[config.mk]
export PLATFORM = sky130hd
export DESIGN_NAME = ovl_read_path
export DESIGN_NICKNAME = d
export VERILOG_FILES = /design/src/rtl/ovl_pkg.sv /design/src/rtl/ovl_rst_sync.sv /design/src/rtl/ovl_regfile.sv /design/src/rtl/ovl_parity.sv /design/src/rtl/ovl_read_path.sv
export SDC_FILE = /design/constraint.sdc
export NUM_CORES = 1
export LEC_CHECK = 0
export BUFFER_PORTS_ARGS = -buffer_cell sky130_fd_sc_hd__buf_2
export CAP_MARGIN = 20
export CORE_MARGIN = 1
export CORE_UTILIZATION = 55
export DETAILED_ROUTE_END_ITERATION = 10
export PLACE_DENSITY_LB_ADDON = 0.12
export SETUP_SLACK_MARGIN = 0.05
export SYNTH_ARGS = -nofsm -noshare
export SYNTH_HDL_FRONTEND = slang
export SYNTH_SLANG_ARGS = --single-unit
[constraint.sdc]
create_clock -name clk -period 6.5 [get_ports clk]
set_clock_uncertainty 0.15 [all_clocks]
set_input_delay 0.325 -clock clk [delete_from_list [all_inputs] [get_ports clk]]
set_output_delay 0.325 -clock clk [all_outputs]
set_load 0.01 [all_outputs]
[src/rtl/ovl_pkg.sv]
package ovl_pkg;
  localparam int unsigned DATA_W   = 15;
  localparam int unsigned ADDR_W   = 12;
  localparam int unsigned NUM_REGS = 7;

  typedef enum logic [1:0] {
    SRC_NONE = 2'd0,
    SRC_REG  = 2'd1,
    SRC_MEM  = 2'd2
  } rd_src_e;
endpackage

[src/rtl/ovl_rst_sync.sv]
module ovl_rst_sync (
  input  logic clk,
  input  logic rst_n,
  output logic rst_n_sync
);
  logic stage1_q;
  logic stage2_q;

  always_ff @(posedge clk or negedge rst_n) begin
    if (!rst_n) begin
      stage1_q <= 1'b0;
      stage2_q <= 1'b0;
    end else begin
      stage1_q <= 1'b1;
      stage2_q <= stage1_q;
    end
  end

  assign rst_n_sync = stage2_q;
endmodule

[src/rtl/ovl_regfile.sv]
module ovl_regfile #(
  parameter int unsigned DATA_W   = 15,
  parameter int unsigned NUM_REGS = 7,
  parameter int unsigned IDX_W    = 3
) (
  input  logic              clk,
  input  logic              rst_n,
  input  logic              we,
  input  logic [IDX_W-1:0]  widx,
  input  logic [DATA_W-1:0] wdata,
  input  logic [IDX_W-1:0]  ridx,
  output logic [DATA_W-1:0] rdata,
  output logic [DATA_W-1:0] reg0
);
  logic [DATA_W-1:0] regs_q [NUM_REGS];
  logic [DATA_W-1:0] regs_d [NUM_REGS];
  logic [NUM_REGS-1:0] sel_en;

  for (genvar g = 0; g < NUM_REGS; g++) begin : g_reg
    assign sel_en[g] = we && (widx == IDX_W'(g));

    always_comb begin
      regs_d[g] = regs_q[g];
      if (sel_en[g]) regs_d[g] = wdata;
    end

    always_ff @(posedge clk or negedge rst_n) begin
      if (!rst_n) regs_q[g] <= '1;
      else if (sel_en[g]) regs_q[g] <= regs_d[g];
    end
  end

  always_comb begin
    rdata = '0;
    for (int i = 0; i < NUM_REGS; i++) begin
      if (ridx == IDX_W'(i)) rdata = regs_q[i];
    end
  end

  assign reg0 = regs_q[0];
endmodule

[src/rtl/ovl_parity.sv]
module ovl_parity #(
  parameter int unsigned DATA_W = 15
) (
  input  logic [DATA_W-1:0] chk_data,
  input  logic              chk_par,
  output logic              chk_odd,
  input  logic [DATA_W-1:0] gen_data,
  output logic              gen_par
);
  assign chk_odd = ^{chk_par, chk_data};
  assign gen_par = ~(^gen_data);
endmodule

[src/rtl/ovl_read_path.sv]
module ovl_read_path
  import ovl_pkg::*;
#(
  parameter int unsigned P_DATA_W   = DATA_W,
  parameter int unsigned P_ADDR_W   = ADDR_W,
  parameter int unsigned P_NUM_REGS = NUM_REGS
) (
  input  logic                  clk,
  input  logic                  rst_n,
  input  logic                  rd_en,
  input  logic [P_ADDR_W-1:0]   rd_addr,
  input  logic                  wr_en,
  input  logic [P_ADDR_W-1:0]   wr_addr,
  input  logic [P_DATA_W-1:0]   wr_data,
  input  logic [P_DATA_W-1:0]   mem_data,
  input  logic                  mem_par,
  output logic                  mem_re,
  output logic                  mem_we,
  output logic [P_DATA_W-1:0]   mem_wdata,
  output logic                  mem_wpar,
  output logic                  rd_valid,
  output logic [P_DATA_W-1:0]   rd_data,
  output logic                  par_err,
  output logic [P_DATA_W-1:0]   acc
);
  localparam int unsigned IDX_W = (P_NUM_REGS > 1) ? $clog2(P_NUM_REGS) : 1;
  localparam logic [P_ADDR_W-1:0] REG_LIMIT = P_ADDR_W'(P_NUM_REGS);

  logic rst_n_sync;

  ovl_rst_sync u_rst (
    .clk       (clk),
    .rst_n     (rst_n),
    .rst_n_sync(rst_n_sync)
  );

  // address decode
  logic rd_is_reg;
  logic wr_is_reg;
  rd_src_e rd_src;

  assign rd_is_reg = rd_addr < REG_LIMIT;
  assign wr_is_reg = wr_addr < REG_LIMIT;

  always_comb begin
    rd_src = SRC_NONE;
    if (rd_en) rd_src = rd_is_reg ? SRC_REG : SRC_MEM;
  end

  // overlay registers
  logic [P_DATA_W-1:0] reg_rdata;

  ovl_regfile #(
    .DATA_W  (P_DATA_W),
    .NUM_REGS(P_NUM_REGS),
    .IDX_W   (IDX_W)
  ) u_regs (
    .clk  (clk),
    .rst_n(rst_n_sync),
    .we   (wr_en && wr_is_reg),
    .widx (wr_addr[IDX_W-1:0]),
    .wdata(wr_data),
    .ridx (rd_addr[IDX_W-1:0]),
    .rdata(reg_rdata),
    .reg0 (acc)
  );

  // parity check and generation
  logic mem_odd;

  ovl_parity #(
    .DATA_W(P_DATA_W)
  ) u_par (
    .chk_data(mem_data),
    .chk_par (mem_par),
    .chk_odd (mem_odd),
    .gen_data(wr_data),
    .gen_par (mem_wpar)
  );

  // external port
  assign mem_re    = rd_src == SRC_MEM;
  assign mem_we    = wr_en && !wr_is_reg;
  assign mem_wdata = wr_data;

  // output stage: next state
  logic                valid_d;
  logic                err_d;
  logic [P_DATA_W-1:0] data_d;
  logic                data_en;

  always_comb begin
    valid_d = 1'b0;
    err_d   = 1'b0;
    data_d  = rd_data;
    data_en = 1'b0;
    unique case (rd_src)
      SRC_REG: begin
        valid_d = 1'b1;
        data_d  = reg_rdata;
        data_en = 1'b1;
      end
      SRC_MEM: begin
        valid_d = 1'b1;
        err_d   = !mem_odd;
        data_d  = mem_data;
        data_en = 1'b1;
      end
      default: ;
    endcase
  end

  // output stage: registers
  always_ff @(posedge clk or negedge rst_n_sync) begin
    if (!rst_n_sync) begin
      rd_valid <= 1'b0;
      par_err  <= 1'b0;
    end else begin
      rd_valid <= valid_d;
      par_err  <= err_d;
    end
  end

  always_ff @(posedge clk or negedge rst_n_sync) begin
    if (!rst_n_sync) rd_data <= '0;
    else if (data_en) rd_data <= data_d;
  end
endmodule

Word-level counts from Yosys, hierarchy flattened
Cells that the tools add are included.
{"block": "op_classes", "n_lt_le_gt_ge": 2, "eq_ne": 14, "n_mux": 12, "bitwise_logic": 1, "n_reduce_logical": 18}
{"cell": "2-to-1 mux 15 bit", "count": 7}
{"cell": "one-hot mux 15 bit (2 select lines)", "count": 1}
{"cell": "less-than comparator 12 x 3 -> 1 bit (second input constant)", "count": 2}
{"cell": "equality test 3 bit (second input constant)", "count": 6}
{"cell": "parity 16 bit", "count": 1}
{"cell": "parity 15 bit", "count": 1}
{"cell": "equality test 3 x 2 -> 1 bit (second input constant)", "count": 4}
{"cell": "logical AND 1 bit", "count": 9}
{"cell": "equality test 3 x 1 -> 1 bit (second input constant)", "count": 2}
{"cell": "zero test 3 bit", "count": 2}
{"cell": "2-to-1 mux 2 bit", "count": 2}
{"cell": "equality test 2 x 1 -> 1 bit (second input constant)", "count": 1}
{"cell": "equality test 2 bit (second input constant)", "count": 1}
{"cell": "zero test 1 bit", "count": 2}
{"cell": "2-to-1 mux 1 bit", "count": 2}
{"cell": "AND reduction 2 bit", "count": 1}
{"cell": "nonzero test 2 bit", "count": 1}
{"cell": "OR reduction 2 bit", "count": 1}
{"cell": "inverter 1 bit", "count": 1}
{"block": "totals", "register_bits": 124, "input_bits": 59, "output_inout_bits": 50}

Logic depth before layout (Yosys ltp)
Gate-level depths: netlist of the first run.
{"block": "logic_depth", "depth_word": 9, "ltp_mapped": 7, "ltp_nobuf": 5}

Cells and area by module
Synthesis of the first run repeated with hierarchy kept, for this count alone.
{"block": "hier_totals", "cells_unflattened": 559, "hier_area_um2": 6901.6}
{"module": "ovl_regfile", "instances": 1, "cells_per_inst": 385, "area_each_um2": 5288.8, "seq_area_each_um2": 2758.9}
{"module": "ovl_read_path", "instances": 1, "cells_per_inst": 142, "area_each_um2": 1305.0, "seq_area_each_um2": 425.4}
{"module": "ovl_parity", "instances": 1, "cells_per_inst": 29, "area_each_um2": 254.0, "seq_area_each_um2": 0.0}
{"module": "ovl_rst_sync", "instances": 1, "cells_per_inst": 3, "area_each_um2": 53.8, "seq_area_each_um2": 50.0}

Worst setup path before layout of the first run
No wires, ideal clock.
{"block": "synth_path", "path_kind": "in2reg", "startpoint": "input port wr_addr[9]", "endpoint": "register u_regs.regs_q[49] (netlist name)", "setup_ns": 0.085, "arrival_time_ns": 1.619, "required_ns": 6.265, "setup_slack_ns": 4.646, "cell_stages": 6, "path_buffers": 2, "cell_sequence": "nor4_2 > and4_1 > and2_1 > buf_4 > buf_6 > mux2_1"}
{"block": "synth_between", "elab_chain_cells": 3}
{"element": "start, declared", "line": "ovl_read_path.sv:13", "rtl": "input logic [P_ADDR_W-1:0] wr_addr,"}
{"element": "less-than comparator 12 x 3 -> 1 bit", "line": "ovl_read_path.sv:43", "rtl": "assign wr_is_reg = wr_addr < REG_LIMIT;"}
{"element": "logical AND 1 bit", "line": "ovl_read_path.sv:60", "rtl": ".we (wr_en && wr_is_reg),"}
{"element": "logical AND 1 bit", "line": "ovl_regfile.sv:20", "rtl": "assign sel_en[g] = we && (widx == IDX_W'(g));"}
{"element": "end signal, assigned by index", "line": "ovl_regfile.sv:29", "rtl": "else if (sel_en[g]) regs_q[g] <= regs_d[g];"}
{"element": "end, declared", "line": "ovl_regfile.sv:15", "rtl": "logic [DATA_W-1:0] regs_q [NUM_REGS];"}
Every way passes these cells.
A chain may end at the register's enable or synchronous reset.

Worst setup path in the final report of the first run
{"block": "layout_path", "startpoint": "input port rd_addr[2]", "endpoint": "output port mem_re"}
{"block": "layout_between", "elab_chain_cells": 4}
{"element": "start, declared", "line": "ovl_read_path.sv:11", "rtl": "input logic [P_ADDR_W-1:0] rd_addr,"}
{"element": "less-than comparator 12 x 3 -> 1 bit", "line": "ovl_read_path.sv:42", "rtl": "assign rd_is_reg = rd_addr < REG_LIMIT;"}
{"element": "2-to-1 mux 2 bit (2 in a row)", "line": "ovl_read_path.sv:47", "rtl": "if (rd_en) rd_src = rd_is_reg ? SRC_REG : SRC_MEM;"}
{"element": "equality test 2 bit", "line": "ovl_read_path.sv:82", "rtl": "assign mem_re = rd_src == SRC_MEM;"}
{"element": "end, declared", "line": "ovl_read_path.sv:17", "rtl": "output logic mem_re,"}
Every way passes these cells.

==> impl_metrics.csv, run 1 <==
group,metric,value,unit
outcome,run_status,"finished, final reports clean",
global_routing,antenna_found_initial,0,
setup_path,end_kind,"output pin",
power_and_ir_drop,total_power,1.923,mW
drt,wl,13150,um
timing,fin_setup_tns,0,ns
yosys,synth_top_area_cell,"dfstp_2",
timing,finalHoldViolations,0,
placement,io_buffers,108,
yosys,synth_seq_cells,124,
final_layout,drive_gt1_share,60.63,%
yosys,synth_mux_area_share,23.06,%
setup_path,critical_path.most_common_cell,"buf_2",
yosys,synthAdderAreaFrac,0,%
global_routing,grt_max_degree,65,
setup_path,critical_path_required,6.02,ns
global_routing,grt_pass1_wl,21290,um
clock_tree,clk_pin_slew_worst_paths,0.05,ns
yosys,yosysWarnings,0,
floorplan,dieHeight,109.4,um
setup_path,worst_setup_path_start_kind,"input pin",
clock_tree,cts_sinks,124,
yosys,synth_top_family_by_area,"multiplexers",
drt,vias_per_cell,5.714,
power_and_ir_drop,p_leak,3.323,nW
yosys,synth_seq_area_share,50.99,%
yosys,synth_edf_count,0,
clock_tree,cts_root_buf,"clkbuf_16",
setup_path,crit_family,"simple AND/OR/NAND/NOR gates",
final_layout,diodes,0,
floorplan,dieArea,11970,um^2
drt,firstDrtPassIters,5,
timing,slew_headroom,28.61,%
global_routing,grt_pass1_vias,4282,
floorplan,fp.dieW,109.4,um
power_and_ir_drop,pwr_density_cell,262.9,nW/um^2
yosys,synth_xor_area_share,4.004,%
yosys,synth-simple-area-share,5.108,%
floorplan,start_util,57.51,%
yosys,synthTopCellsByArea,"dfstp_2 43%, mux2_2 11%, dfrtp_1 7.5%, mux2_4 7.1%, mux2_1 5.1%",
flow_run,cap_violations,0,
power_and_ir_drop,vdd_drop_max,0.2894,mV
timing,worst_pin_slew,1.066,ns
placement,dp.cells,680,
yosys,ys.flop_type,"dfstp_2",
setup_path,critPathKind,"input pin to output pin",
drt,antenna_left,0,
timing,fmax,352.5,MHz
global_routing,grt_overflow,0,
yosys,async_reset_ff_share,100.0,%
placement,place.gp.congestion,0.7582,
yosys,syn_inst,486,
final_layout,area_delta_synth_final,15.31,%
drt,wl_per_cell,18.42,um
setup_path,crit_arrival,2.36,ns
floorplan,io_pins,109,
timing,whs,0.07026,ns
setup_path,reg2reg_slack,4.72,ns
yosys,synth_most_common_cell,"dfstp_2",
yosys,syn-cell-area,6344,um^2
drt,vias,4080,
global_routing,grt_usage,23.76,%
yosys,synthesis.nets,545,
yosys,syn_area_per_cell,13.05,um^2
placement,dp_hpwl,8988,um
clock_tree,htreeDepth,4,
setup_path,cp_num_cells,6,
clock_tree,clk_latency,0.41,ns
floorplan,coreArea,11030,um^2
setup_path,r2r_cells,1,
setup_path,slowest_stage,"nand4_1",
timing,finalCritPeriodShare,43.64,%
setup_path,critPathBufInv,2,
drt,drt_iter0_markers,225,
clock_tree,cts_tree,"yes",
setup_path,rr_endpoint,"u_regs.regs_q[57]",
min_path,hp-class,"input pin to async pin",
setup_path,r2r_start,"u_rst.rst_n_sync",
setup_path,path_cells,"buf_2 -> and3_1 -> nor4_2 -> nand4_1 -> and2_1 -> buf_2",
final_layout,instances_no_fill,714,
yosys,yosysUniqueCellTypes,41,
clock_tree,clockBufferDepth,2,
clock_tree,cts_made_buffers,17,
setup_path,slowest_delay,0.63,ns
timing,fin_crit,2.837,ns
yosys,synth.top_cells.by_count,"105 x dfstp_2, 60 x mux2_2, 34 x buf_4",
drt,drc,0,
timing,slew_violations,0,
yosys,netlist.area_leader.share,43.49,%
yosys,synth_compound_area_share,9.822,%
final_layout,num-nets-final,620,
timing,grt_setup_unrepaired,"false",
timing,setup_viol,0,
setup_path,cp_max_fo,33,
floorplan,num_rows,38,
## repair_timing
item / in CTS / in global routing
setup endpoints to repair: 0 / 0
setup buffers: 0 / 0
endpoints found under the hold margin: 2 / 0
resized for setup: 0 / 0
hold buffers: 1 / 0
## sequential cells by signal (all words and copies together), names as in the netlist
register and count:
u_regs.regs_q 90, rd_data 15, u_regs.reg0 15, par_err 1, rd_valid 1, u_rst.rst_n_sync 1
u_rst.stage1_q 1
## final cells by class
cell class / instances / area [um^2]
clock buffers: 21 / 460.4
flip-flops and latches: 124 / 3238
inverters: 15 / 56.30
repair buffers: 112 / 573.1
well taps: 140 / 175.2
clock inverters: 11 / 143.9
multi-input cells: 291 / 2668
fillers: 850 / 3716
## power breakdown
part / switching (mW) / total [mW] / internal [mW]
sequential: 0.0135 / 0.806 / 0.793
combinational: 0.0955 / 0.165 / 0.0699
clock: 0.330 / 0.951 / 0.621
total: 0.439 / 1.92 / 1.48
## cell families (layout without fill, tap and decap cells)
group,Yosys count,after routing
xor gates and xnor gates,29,29
muxes,120,120
AOI/OAI and AO/OA,91,91
other,1,1
buffers and inverters,71,159
DFF,124,124
and+or+nand+nor,50,50
## worst max-delay path by stage
stage	end	startpoint
final	mem_re	rd_addr[2]
after global routing	mem_re	rd_addr[2]
after CTS	mem_re	rd_addr[2]
after detailed placement	mem_re	rd_addr[2]
after global placement	mem_re	rd_addr[2]
after floorplan	par_err	u_rst.rst_n_sync
## cell usage in the layout, fill, tap and decap left out, drive strengths merged, types with 3 or more instances in the layout
master and count:
clkbuf 21, o22ai 15, clkinvlp 4, dfrtp 19, mux2 119, xor2 5, a221oi 15, nor2 8
a22o 14, xnor2 24, clkinv 4, nand2 9, a21oi 14, o21ai 16, nor3 15, a22oi 15
inv 15, dfstp 105, bufinv 3, buf 111, and2 3
## layer usage
metal  vias to the layer above  wire length (um)  track usage, %
met5                         -                 0               0
met4                         0               172           6.571
met3                        14               387           6.876
met2                        78              7100           41.96
met1                      2102              5493           28.16
li1                       1886                 -               -
## per-stage QoR
step	setup slack (ns)	util, %	cell area, um^2
finish	3.663	66.31	7315
global route	3.518	66.31	7315
detailed placement	3.688	60.67	6693
global placement	3.779	60.67	6693
floorplan	2.823	-	6344
CTS	3.693	66.24	7307
Note: power is estimated with default switching activity, not from simulation.
==> inputs of run 2 (changes only) <==
Settings changed: CORE_UTILIZATION 55 to 51.
Clock period 6.5 ns to 2.4 ns, I/O delays scaled along.
==> run 2 against run 1 <==
  * Register-to-register slack lost 4.1 ns
  * Die area grew 7.7%
  * Total power grew to 2.8 times the previous value
  * Combinational power grew to 3.1 times the previous value
  * Non-clock buffer count grew 44
  * Largest cell class unchanged
  * Setup slack lost 3.3 ns
  * Largest power group unchanged
  * Critical endpoint is now mem_wpar
  * First-iteration DRC count shrank 15%
  * Sequential cell count is the same
  * Global-route usage grew 0.82 points
  * Final area grew 6.8%
  * Hold slack lost 0.034 ns
  * Critical path depth grew 1
  * Highest routed layer unchanged
==> impl_metrics.csv, run 2 (synthesized netlist as in run 1, its figures left out) <==
group,metric,value,unit
outcome,run_status,"finished, final reports clean",
timing,grt_setup_unrepaired,"false",
placement,dp_hpwl,9871,um
final_layout,largest_reg_flops,90,
placement,place.gp.congestion,0.7795,
global_routing,antenna_found_initial,0,
floorplan,dieArea,12890,um^2
drt,wl_per_cell,18.99,um
floorplan,num_rows,40,
floorplan,coreArea,12060,um^2
floorplan,dieHeight,113.5,um
drt,vias_per_cell,5.461,
final_layout,area_delta_synth_final,23.16,%
drt,drc,0,
setup_path,cp_max_fo,9,
setup_path,end_kind,"output pin",
power_and_ir_drop,p_leak,3.543,nW
timing,fin_setup_tns,0,ns
timing,slew_headroom,53.51,%
timing,setup_viol,0,
floorplan,io_pins,109,
clock_tree,clk_pin_slew_worst_paths,0.05,ns
placement,io_buffers,108,
global_routing,grt_usage,24.58,%
clock_tree,clockBufferDepth,2,
setup_path,r2r_cells,5,
clock_tree,htreeDepth,4,
final_layout,drive_gt1_share,58.41,%
clock_tree,clk_latency,0.40,ns
drt,vias,4292,
final_layout,diodes,0,
timing,whs,0.03609,ns
setup_path,critical_path.most_common_cell,"xnor2_1",
timing,fin_crit,2.010,ns
setup_path,crit_family,"buffers and inverters",
setup_path,path_cells,"dlygate4sd3_1 -> buf_2 -> xnor2_1 -> xnor2_1 -> xnor2_1 -> xnor2_1 -> buf_2",
floorplan,start_util,52.59,%
clock_tree,cts_tree,"yes",
setup_path,slowest_stage,"dlygate4sd3_1",
clock_tree,cts_sinks,124,
min_path,hp-class,"input pin to register",
timing,finalCritPeriodShare,83.73,%
global_routing,grt_overflow,0,
drt,drt_iter0_markers,192,
timing,slew_violations,0,
setup_path,crit_arrival,1.74,ns
setup_path,worstSetupStartpoint,"wr_data[6]",
final_layout,num-nets-final,664,
timing,worst_pin_slew,0.6973,ns
setup_path,r2r_start,"u_regs.reg0[8]",
final_layout,fill_cells,923,
final_layout,final_common_cell,"buf_2",
timing,finalHoldViolations,0,
clock_tree,cts_root_buf,"clkbuf_16",
setup_path,critPathBufInv,3,
final_layout,largest_register,"u_regs.regs_q",
power_and_ir_drop,pwr_density_cell,696.1,nW/um^2
min_path,min_from,"wr_data[14]",
setup_path,slowest_delay,0.53,ns
drt,antenna_left,0,
clock_tree,cts_made_buffers,17,
clock_tree,cts.repair.resized,0,
power_and_ir_drop,vdd_drop_max,0.5982,mV
setup_path,endpoint,"mem_wpar",
global_routing,grt_max_degree,53,
flow_run,cap_violations,0,
setup_path,rr_endpoint,"rd_data[8]",
global_routing,grt_pass1_vias,4399,
drt,firstDrtPassIters,5,
final_layout,post-route-util,64.77,%
setup_path,critPathKind,"input pin to output pin",
drt,wl,14930,um
setup_path,reg2reg_slack,0.64,ns
setup_path,cp_num_cells,7,
setup_path,critical_path_required,2.13,ns
final_layout,final_cell_mix,"108 x buf_2, 105 x dfstp_2, 60 x mux2_2",
clock_tree,cts_hold_buf,32,
setup_path,worst_setup_path_start_kind,"input pin",
clock_tree,post_cts_buffers,0,
timing,fmax,497.6,MHz
global_routing,grt_pass1_wl,23490,um
floorplan,fp.dieW,113.5,um
==> run 2: cell count changes in the layout (fill, tap and decap cells not counted), sizes merged <==
| cell | before | now |
|---|---|---|
| clkinvlp | 4 | 3 |
| clkbuf | 21 | 19 |
| clkinv | 4 | 5 |
| buf | 111 | 124 |
| bufinv | 3 | 5 |
| dlygate4sd3 | 1 | 32 |
==> run 2: tightest hold or removal path: cells and delay by family <==
| kind | cells | cell delay [ns] |
|---|---|---|
| multiplexers | 1 | 0.13 |
| buffers and inverters | 2 | 0.31 |
==> run 2: cell type report <==
class	instances	area (um^2)	share of cell area, %
clock buffers	19	432.9	5.541
repair buffers	156	1010	12.92
inverters	15	56.30	0.7207
well taps	168	210.2	2.691
flip-flops and latches	124	3238	41.45
multi-input cells	291	2668	34.14
clock inverters	13	197.7	2.530
==> run 2: metal layers <==
layer / vias to the layer above / wire, um / track usage [%]
met2: 99 / 7989 / 43.13
li1: 1970 / - / -
met3: 12 / 503 / 6.057
met1: 2211 / 6215 / 29.48
met4: 0 / 219 / 8.333
met5: - / 0 / 0
==> run 2: worst min-delay path by stage <==
stage / cells after the start / endpoint / slack, ns
finish: 3 / u_regs.regs_q[89] / 0.04
global route: 3 / u_regs.regs_q[89] / 0.04
CTS: 3 / u_regs.regs_q[29] / 0.03
floorplan: 0 / u_rst.rst_n_sync / -0.33
detailed placement: 1 / u_rst.stage1_q / -0.24
global placement: 1 / u_rst.stage1_q / -0.24
==> run 2: through the flow <==
stage	power [mW]	area, um^2	setup WS, ns	instances
detailed placement	2.690	6850	0.1393	721
floorplan	2.480	6345	0.2819	486
global route	5.646	7812	0.2664	786
finish	5.438	7812	0.3904	786
global placement	2.681	6850	0.2074	721
CTS	5.486	7801	0.3917	785
==> run 2: report_power, final <==
part,switching [mW],internal (mW)
Sequential,0.0370,2.15
Combinational,0.278,0.235
Clock,0.909,1.83
==> inputs of run 3 (changes only) <==
Clock period 2.4 ns to 1.7 ns, I/O delays scaled along.
==> run 3 against run 2 <==
  * Final cell count increased by 1.4%
  * First-iteration DRC count decreased by 1.0%
  * Count of clock-buffer cells in the layout increased by 8
  * Final area increased by 2.1%
  * Via count increased by 0.75%
  * Global-route usage increased by 0.44 points
  * Largest power group unchanged
==> impl_metrics.csv, run 3 (synthesized netlist as in run 1, its figures left out) <==
group,metric,value,unit
floorplan,fp.dieW,113.5,um
drt,drt_iter0_markers,190,
final_layout,area_delta_synth_final,25.72,%
final_layout,diodes,0,
clock_tree,post_cts_buffers,0,
drt,vias_per_cell,5.425,
setup_path,reg2reg_slack,0.09,ns
timing,fin_setup_tns,0,ns
drt,firstDrtPassIters,7,
power_and_ir_drop,p_int,5.425,mW
floorplan,coreArea,12060,um^2
setup_path,r2r_start,"u_regs.reg0[1]",
clock_tree,clk_latency,0.42,ns
placement,io_buffers,108,
global_routing,grt_max_degree,44,
timing,worst_pin_slew,1.071,ns
global_routing,antenna_found_initial,0,
setup_path,critPathKind,"register to register",
drt,wl_per_cell,18.65,um
global_routing,grt_pass1_wl,23730,um
final_layout,final_common_cell,"buf_2",
global_routing,grt_overflow,0,
power_and_ir_drop,vdd_drop_max,0.6612,mV
final_layout,post-route-util,66.12,%
timing,finalCritPeriodShare,94.80,%
final_layout,largest_reg_flops,90,
clock_tree,cts_sinks,124,
timing,slew_headroom,28.27,%
drt,vias,4324,
placement,dp_hpwl,9895,um
drt,wl,14870,um
setup_path,cp_max_fo,3,
placement,place.gp.congestion,0.7617,
floorplan,start_util,52.59,%
final_layout,final_cell_mix,"108 x buf_2, 105 x dfstp_2, 60 x mux2_2",
drt,drc,0,
clock_tree,cts_tree,"yes",
global_routing,grt_pass1_vias,4510,
clock_tree,clk_pin_slew_worst_paths,0.05,ns
setup_path,critical_path_required,1.84,ns
timing,fmax,620.5,MHz
timing,setup_viol,0,
final_layout,num-nets-final,678,
floorplan,dieArea,12890,um^2
floorplan,dieHeight,113.5,um
flow_run,cap_violations,0,
outcome,run_status,"finished, final reports clean",
setup_path,r2r_cells,5,
placement,dp.cells,734,
power_and_ir_drop,p_sw,1.658,mW
setup_path,worst_setup_path_start_kind,"register",
setup_path,rr_endpoint,"rd_data[1]",
timing,fin_crit,1.612,ns
setup_path,crit_arrival,1.75,ns
clock_tree,htreeDepth,4,
final_layout,final_cell_area,7975,um^2
timing,slew_violations,0,
power_and_ir_drop,swShare,23.40,%
clock_tree,cts_root_buf,"clkbuf_16",
timing,finalHoldViolations,0,
clock_tree,clockBufferDepth,2,
power_and_ir_drop,seq_power_share,43.4,%
setup_path,endpoint,"rd_data[1]",
final_layout,instances_no_fill,797,
drt,antenna_left,0,
power_and_ir_drop,pwr_density_cell,888.1,nW/um^2
power_and_ir_drop,total_power,7.083,mW
floorplan,io_pins,109,
placement,placed_cell_area,7063,um^2
power_and_ir_drop,clkPwrFrac,45.4,%
setup_path,end_kind,"register",
setup_path,worstSetupStartpoint,"u_regs.reg0[1]",
global_routing,grt_usage,25.02,%
floorplan,num_rows,40,
power_and_ir_drop,p_comb_share,11.2,%
min_path,hp-class,"input pin to register",
timing,grt_setup_unrepaired,"true",
final_layout,fill_cells,918,
clock_tree,cts_made_buffers,17,
final_layout,largest_register,"u_regs.regs_q",
final_layout,drive_gt1_share,59.78,%
power_and_ir_drop,p_leak,3.637,nW
==> run 3: cell count changes in the layout (fill, tap and decap cells not counted), sizes merged <==
cell	delta
clkinvlp	-3
clkbuf	+8
bufinv	-5
dlygate4sd3	+1
buf	+13
clkinv	-3
==> run 3: worst min-delay path by stage <==
stage	start	to	slack (ns)	cells past startpoint
floorplan	rst_n	u_rst.stage1_q	-0.36	0
global placement	rst_n	u_rst.stage1_q	-0.28	1
detailed placement	rst_n	u_rst.stage1_q	-0.27	1
CTS	rd_en	rd_data[13]	0.02	2
global route	rd_en	rd_data[13]	0.06	2
finish	rd_en	rd_data[13]	0.03	2
==> run 3: critical path, cell delays in order (launching register included) <==
cell and delay, ns:
dfstp_2 0.38, mux2_2 0.26, a221oi_2 0.28, a21oi_1 0.11
nor3_1 0.19, o22ai_1 0.10
==> run 3: metrics by stage <==
stage,hold slack (ns),setup slack (ns)
global route,0.05619,0.01086
detailed placement,-0.2735,-0.2758
global placement,-0.2796,-0.1591
finish,0.03020,0.08834
floorplan,-0.3606,0.08639
CTS,0.01562,0.05011
==> run 3: cell type report <==
class | instances | area [um^2] | share of cell area, %
Clock buffer | 27 | 513.0 | 6.432
Clock inverter | 2 | 10.01 | 0.1255
Inverter | 15 | 56.30 | 0.7060
Multi-Input combinational cell | 291 | 2714 | 34.03
Sequential cell | 124 | 3238 | 40.60
Tap cell | 168 | 210.2 | 2.636
Timing Repair Buffer | 170 | 1234 | 15.47
==> run 3: timing repair <==
item	in CTS	in global routing
gates resized for setup	3	5
hold buffers	33	0
endpoints found under the setup margin	3	10
pin swaps	0	2
hold endpoints to repair	117	0
==> run 3: power by group through the flow <==
stage | sequential [mW] | clock (mW) | combinational, mW
after CTS | 3.08 | 3.28 | 0.796
after global placement | 3.11 | 0 | 0.714
final | 3.08 | 3.21 | 0.795
after detailed placement | 3.12 | 0 | 0.727
after global routing | 3.08 | 3.41 | 0.866
after floorplan | 3.16 | 0 | 0.343
==> run 3: routing by layer <==
metal	global-route usage [%]	wire length (um)	up-vias
met3	5.951	481	28
met4	10.18	298	0
met5	0	0	-
met1	29.17	6003	2206
met2	44.27	8083	83
li1	-	-	2007
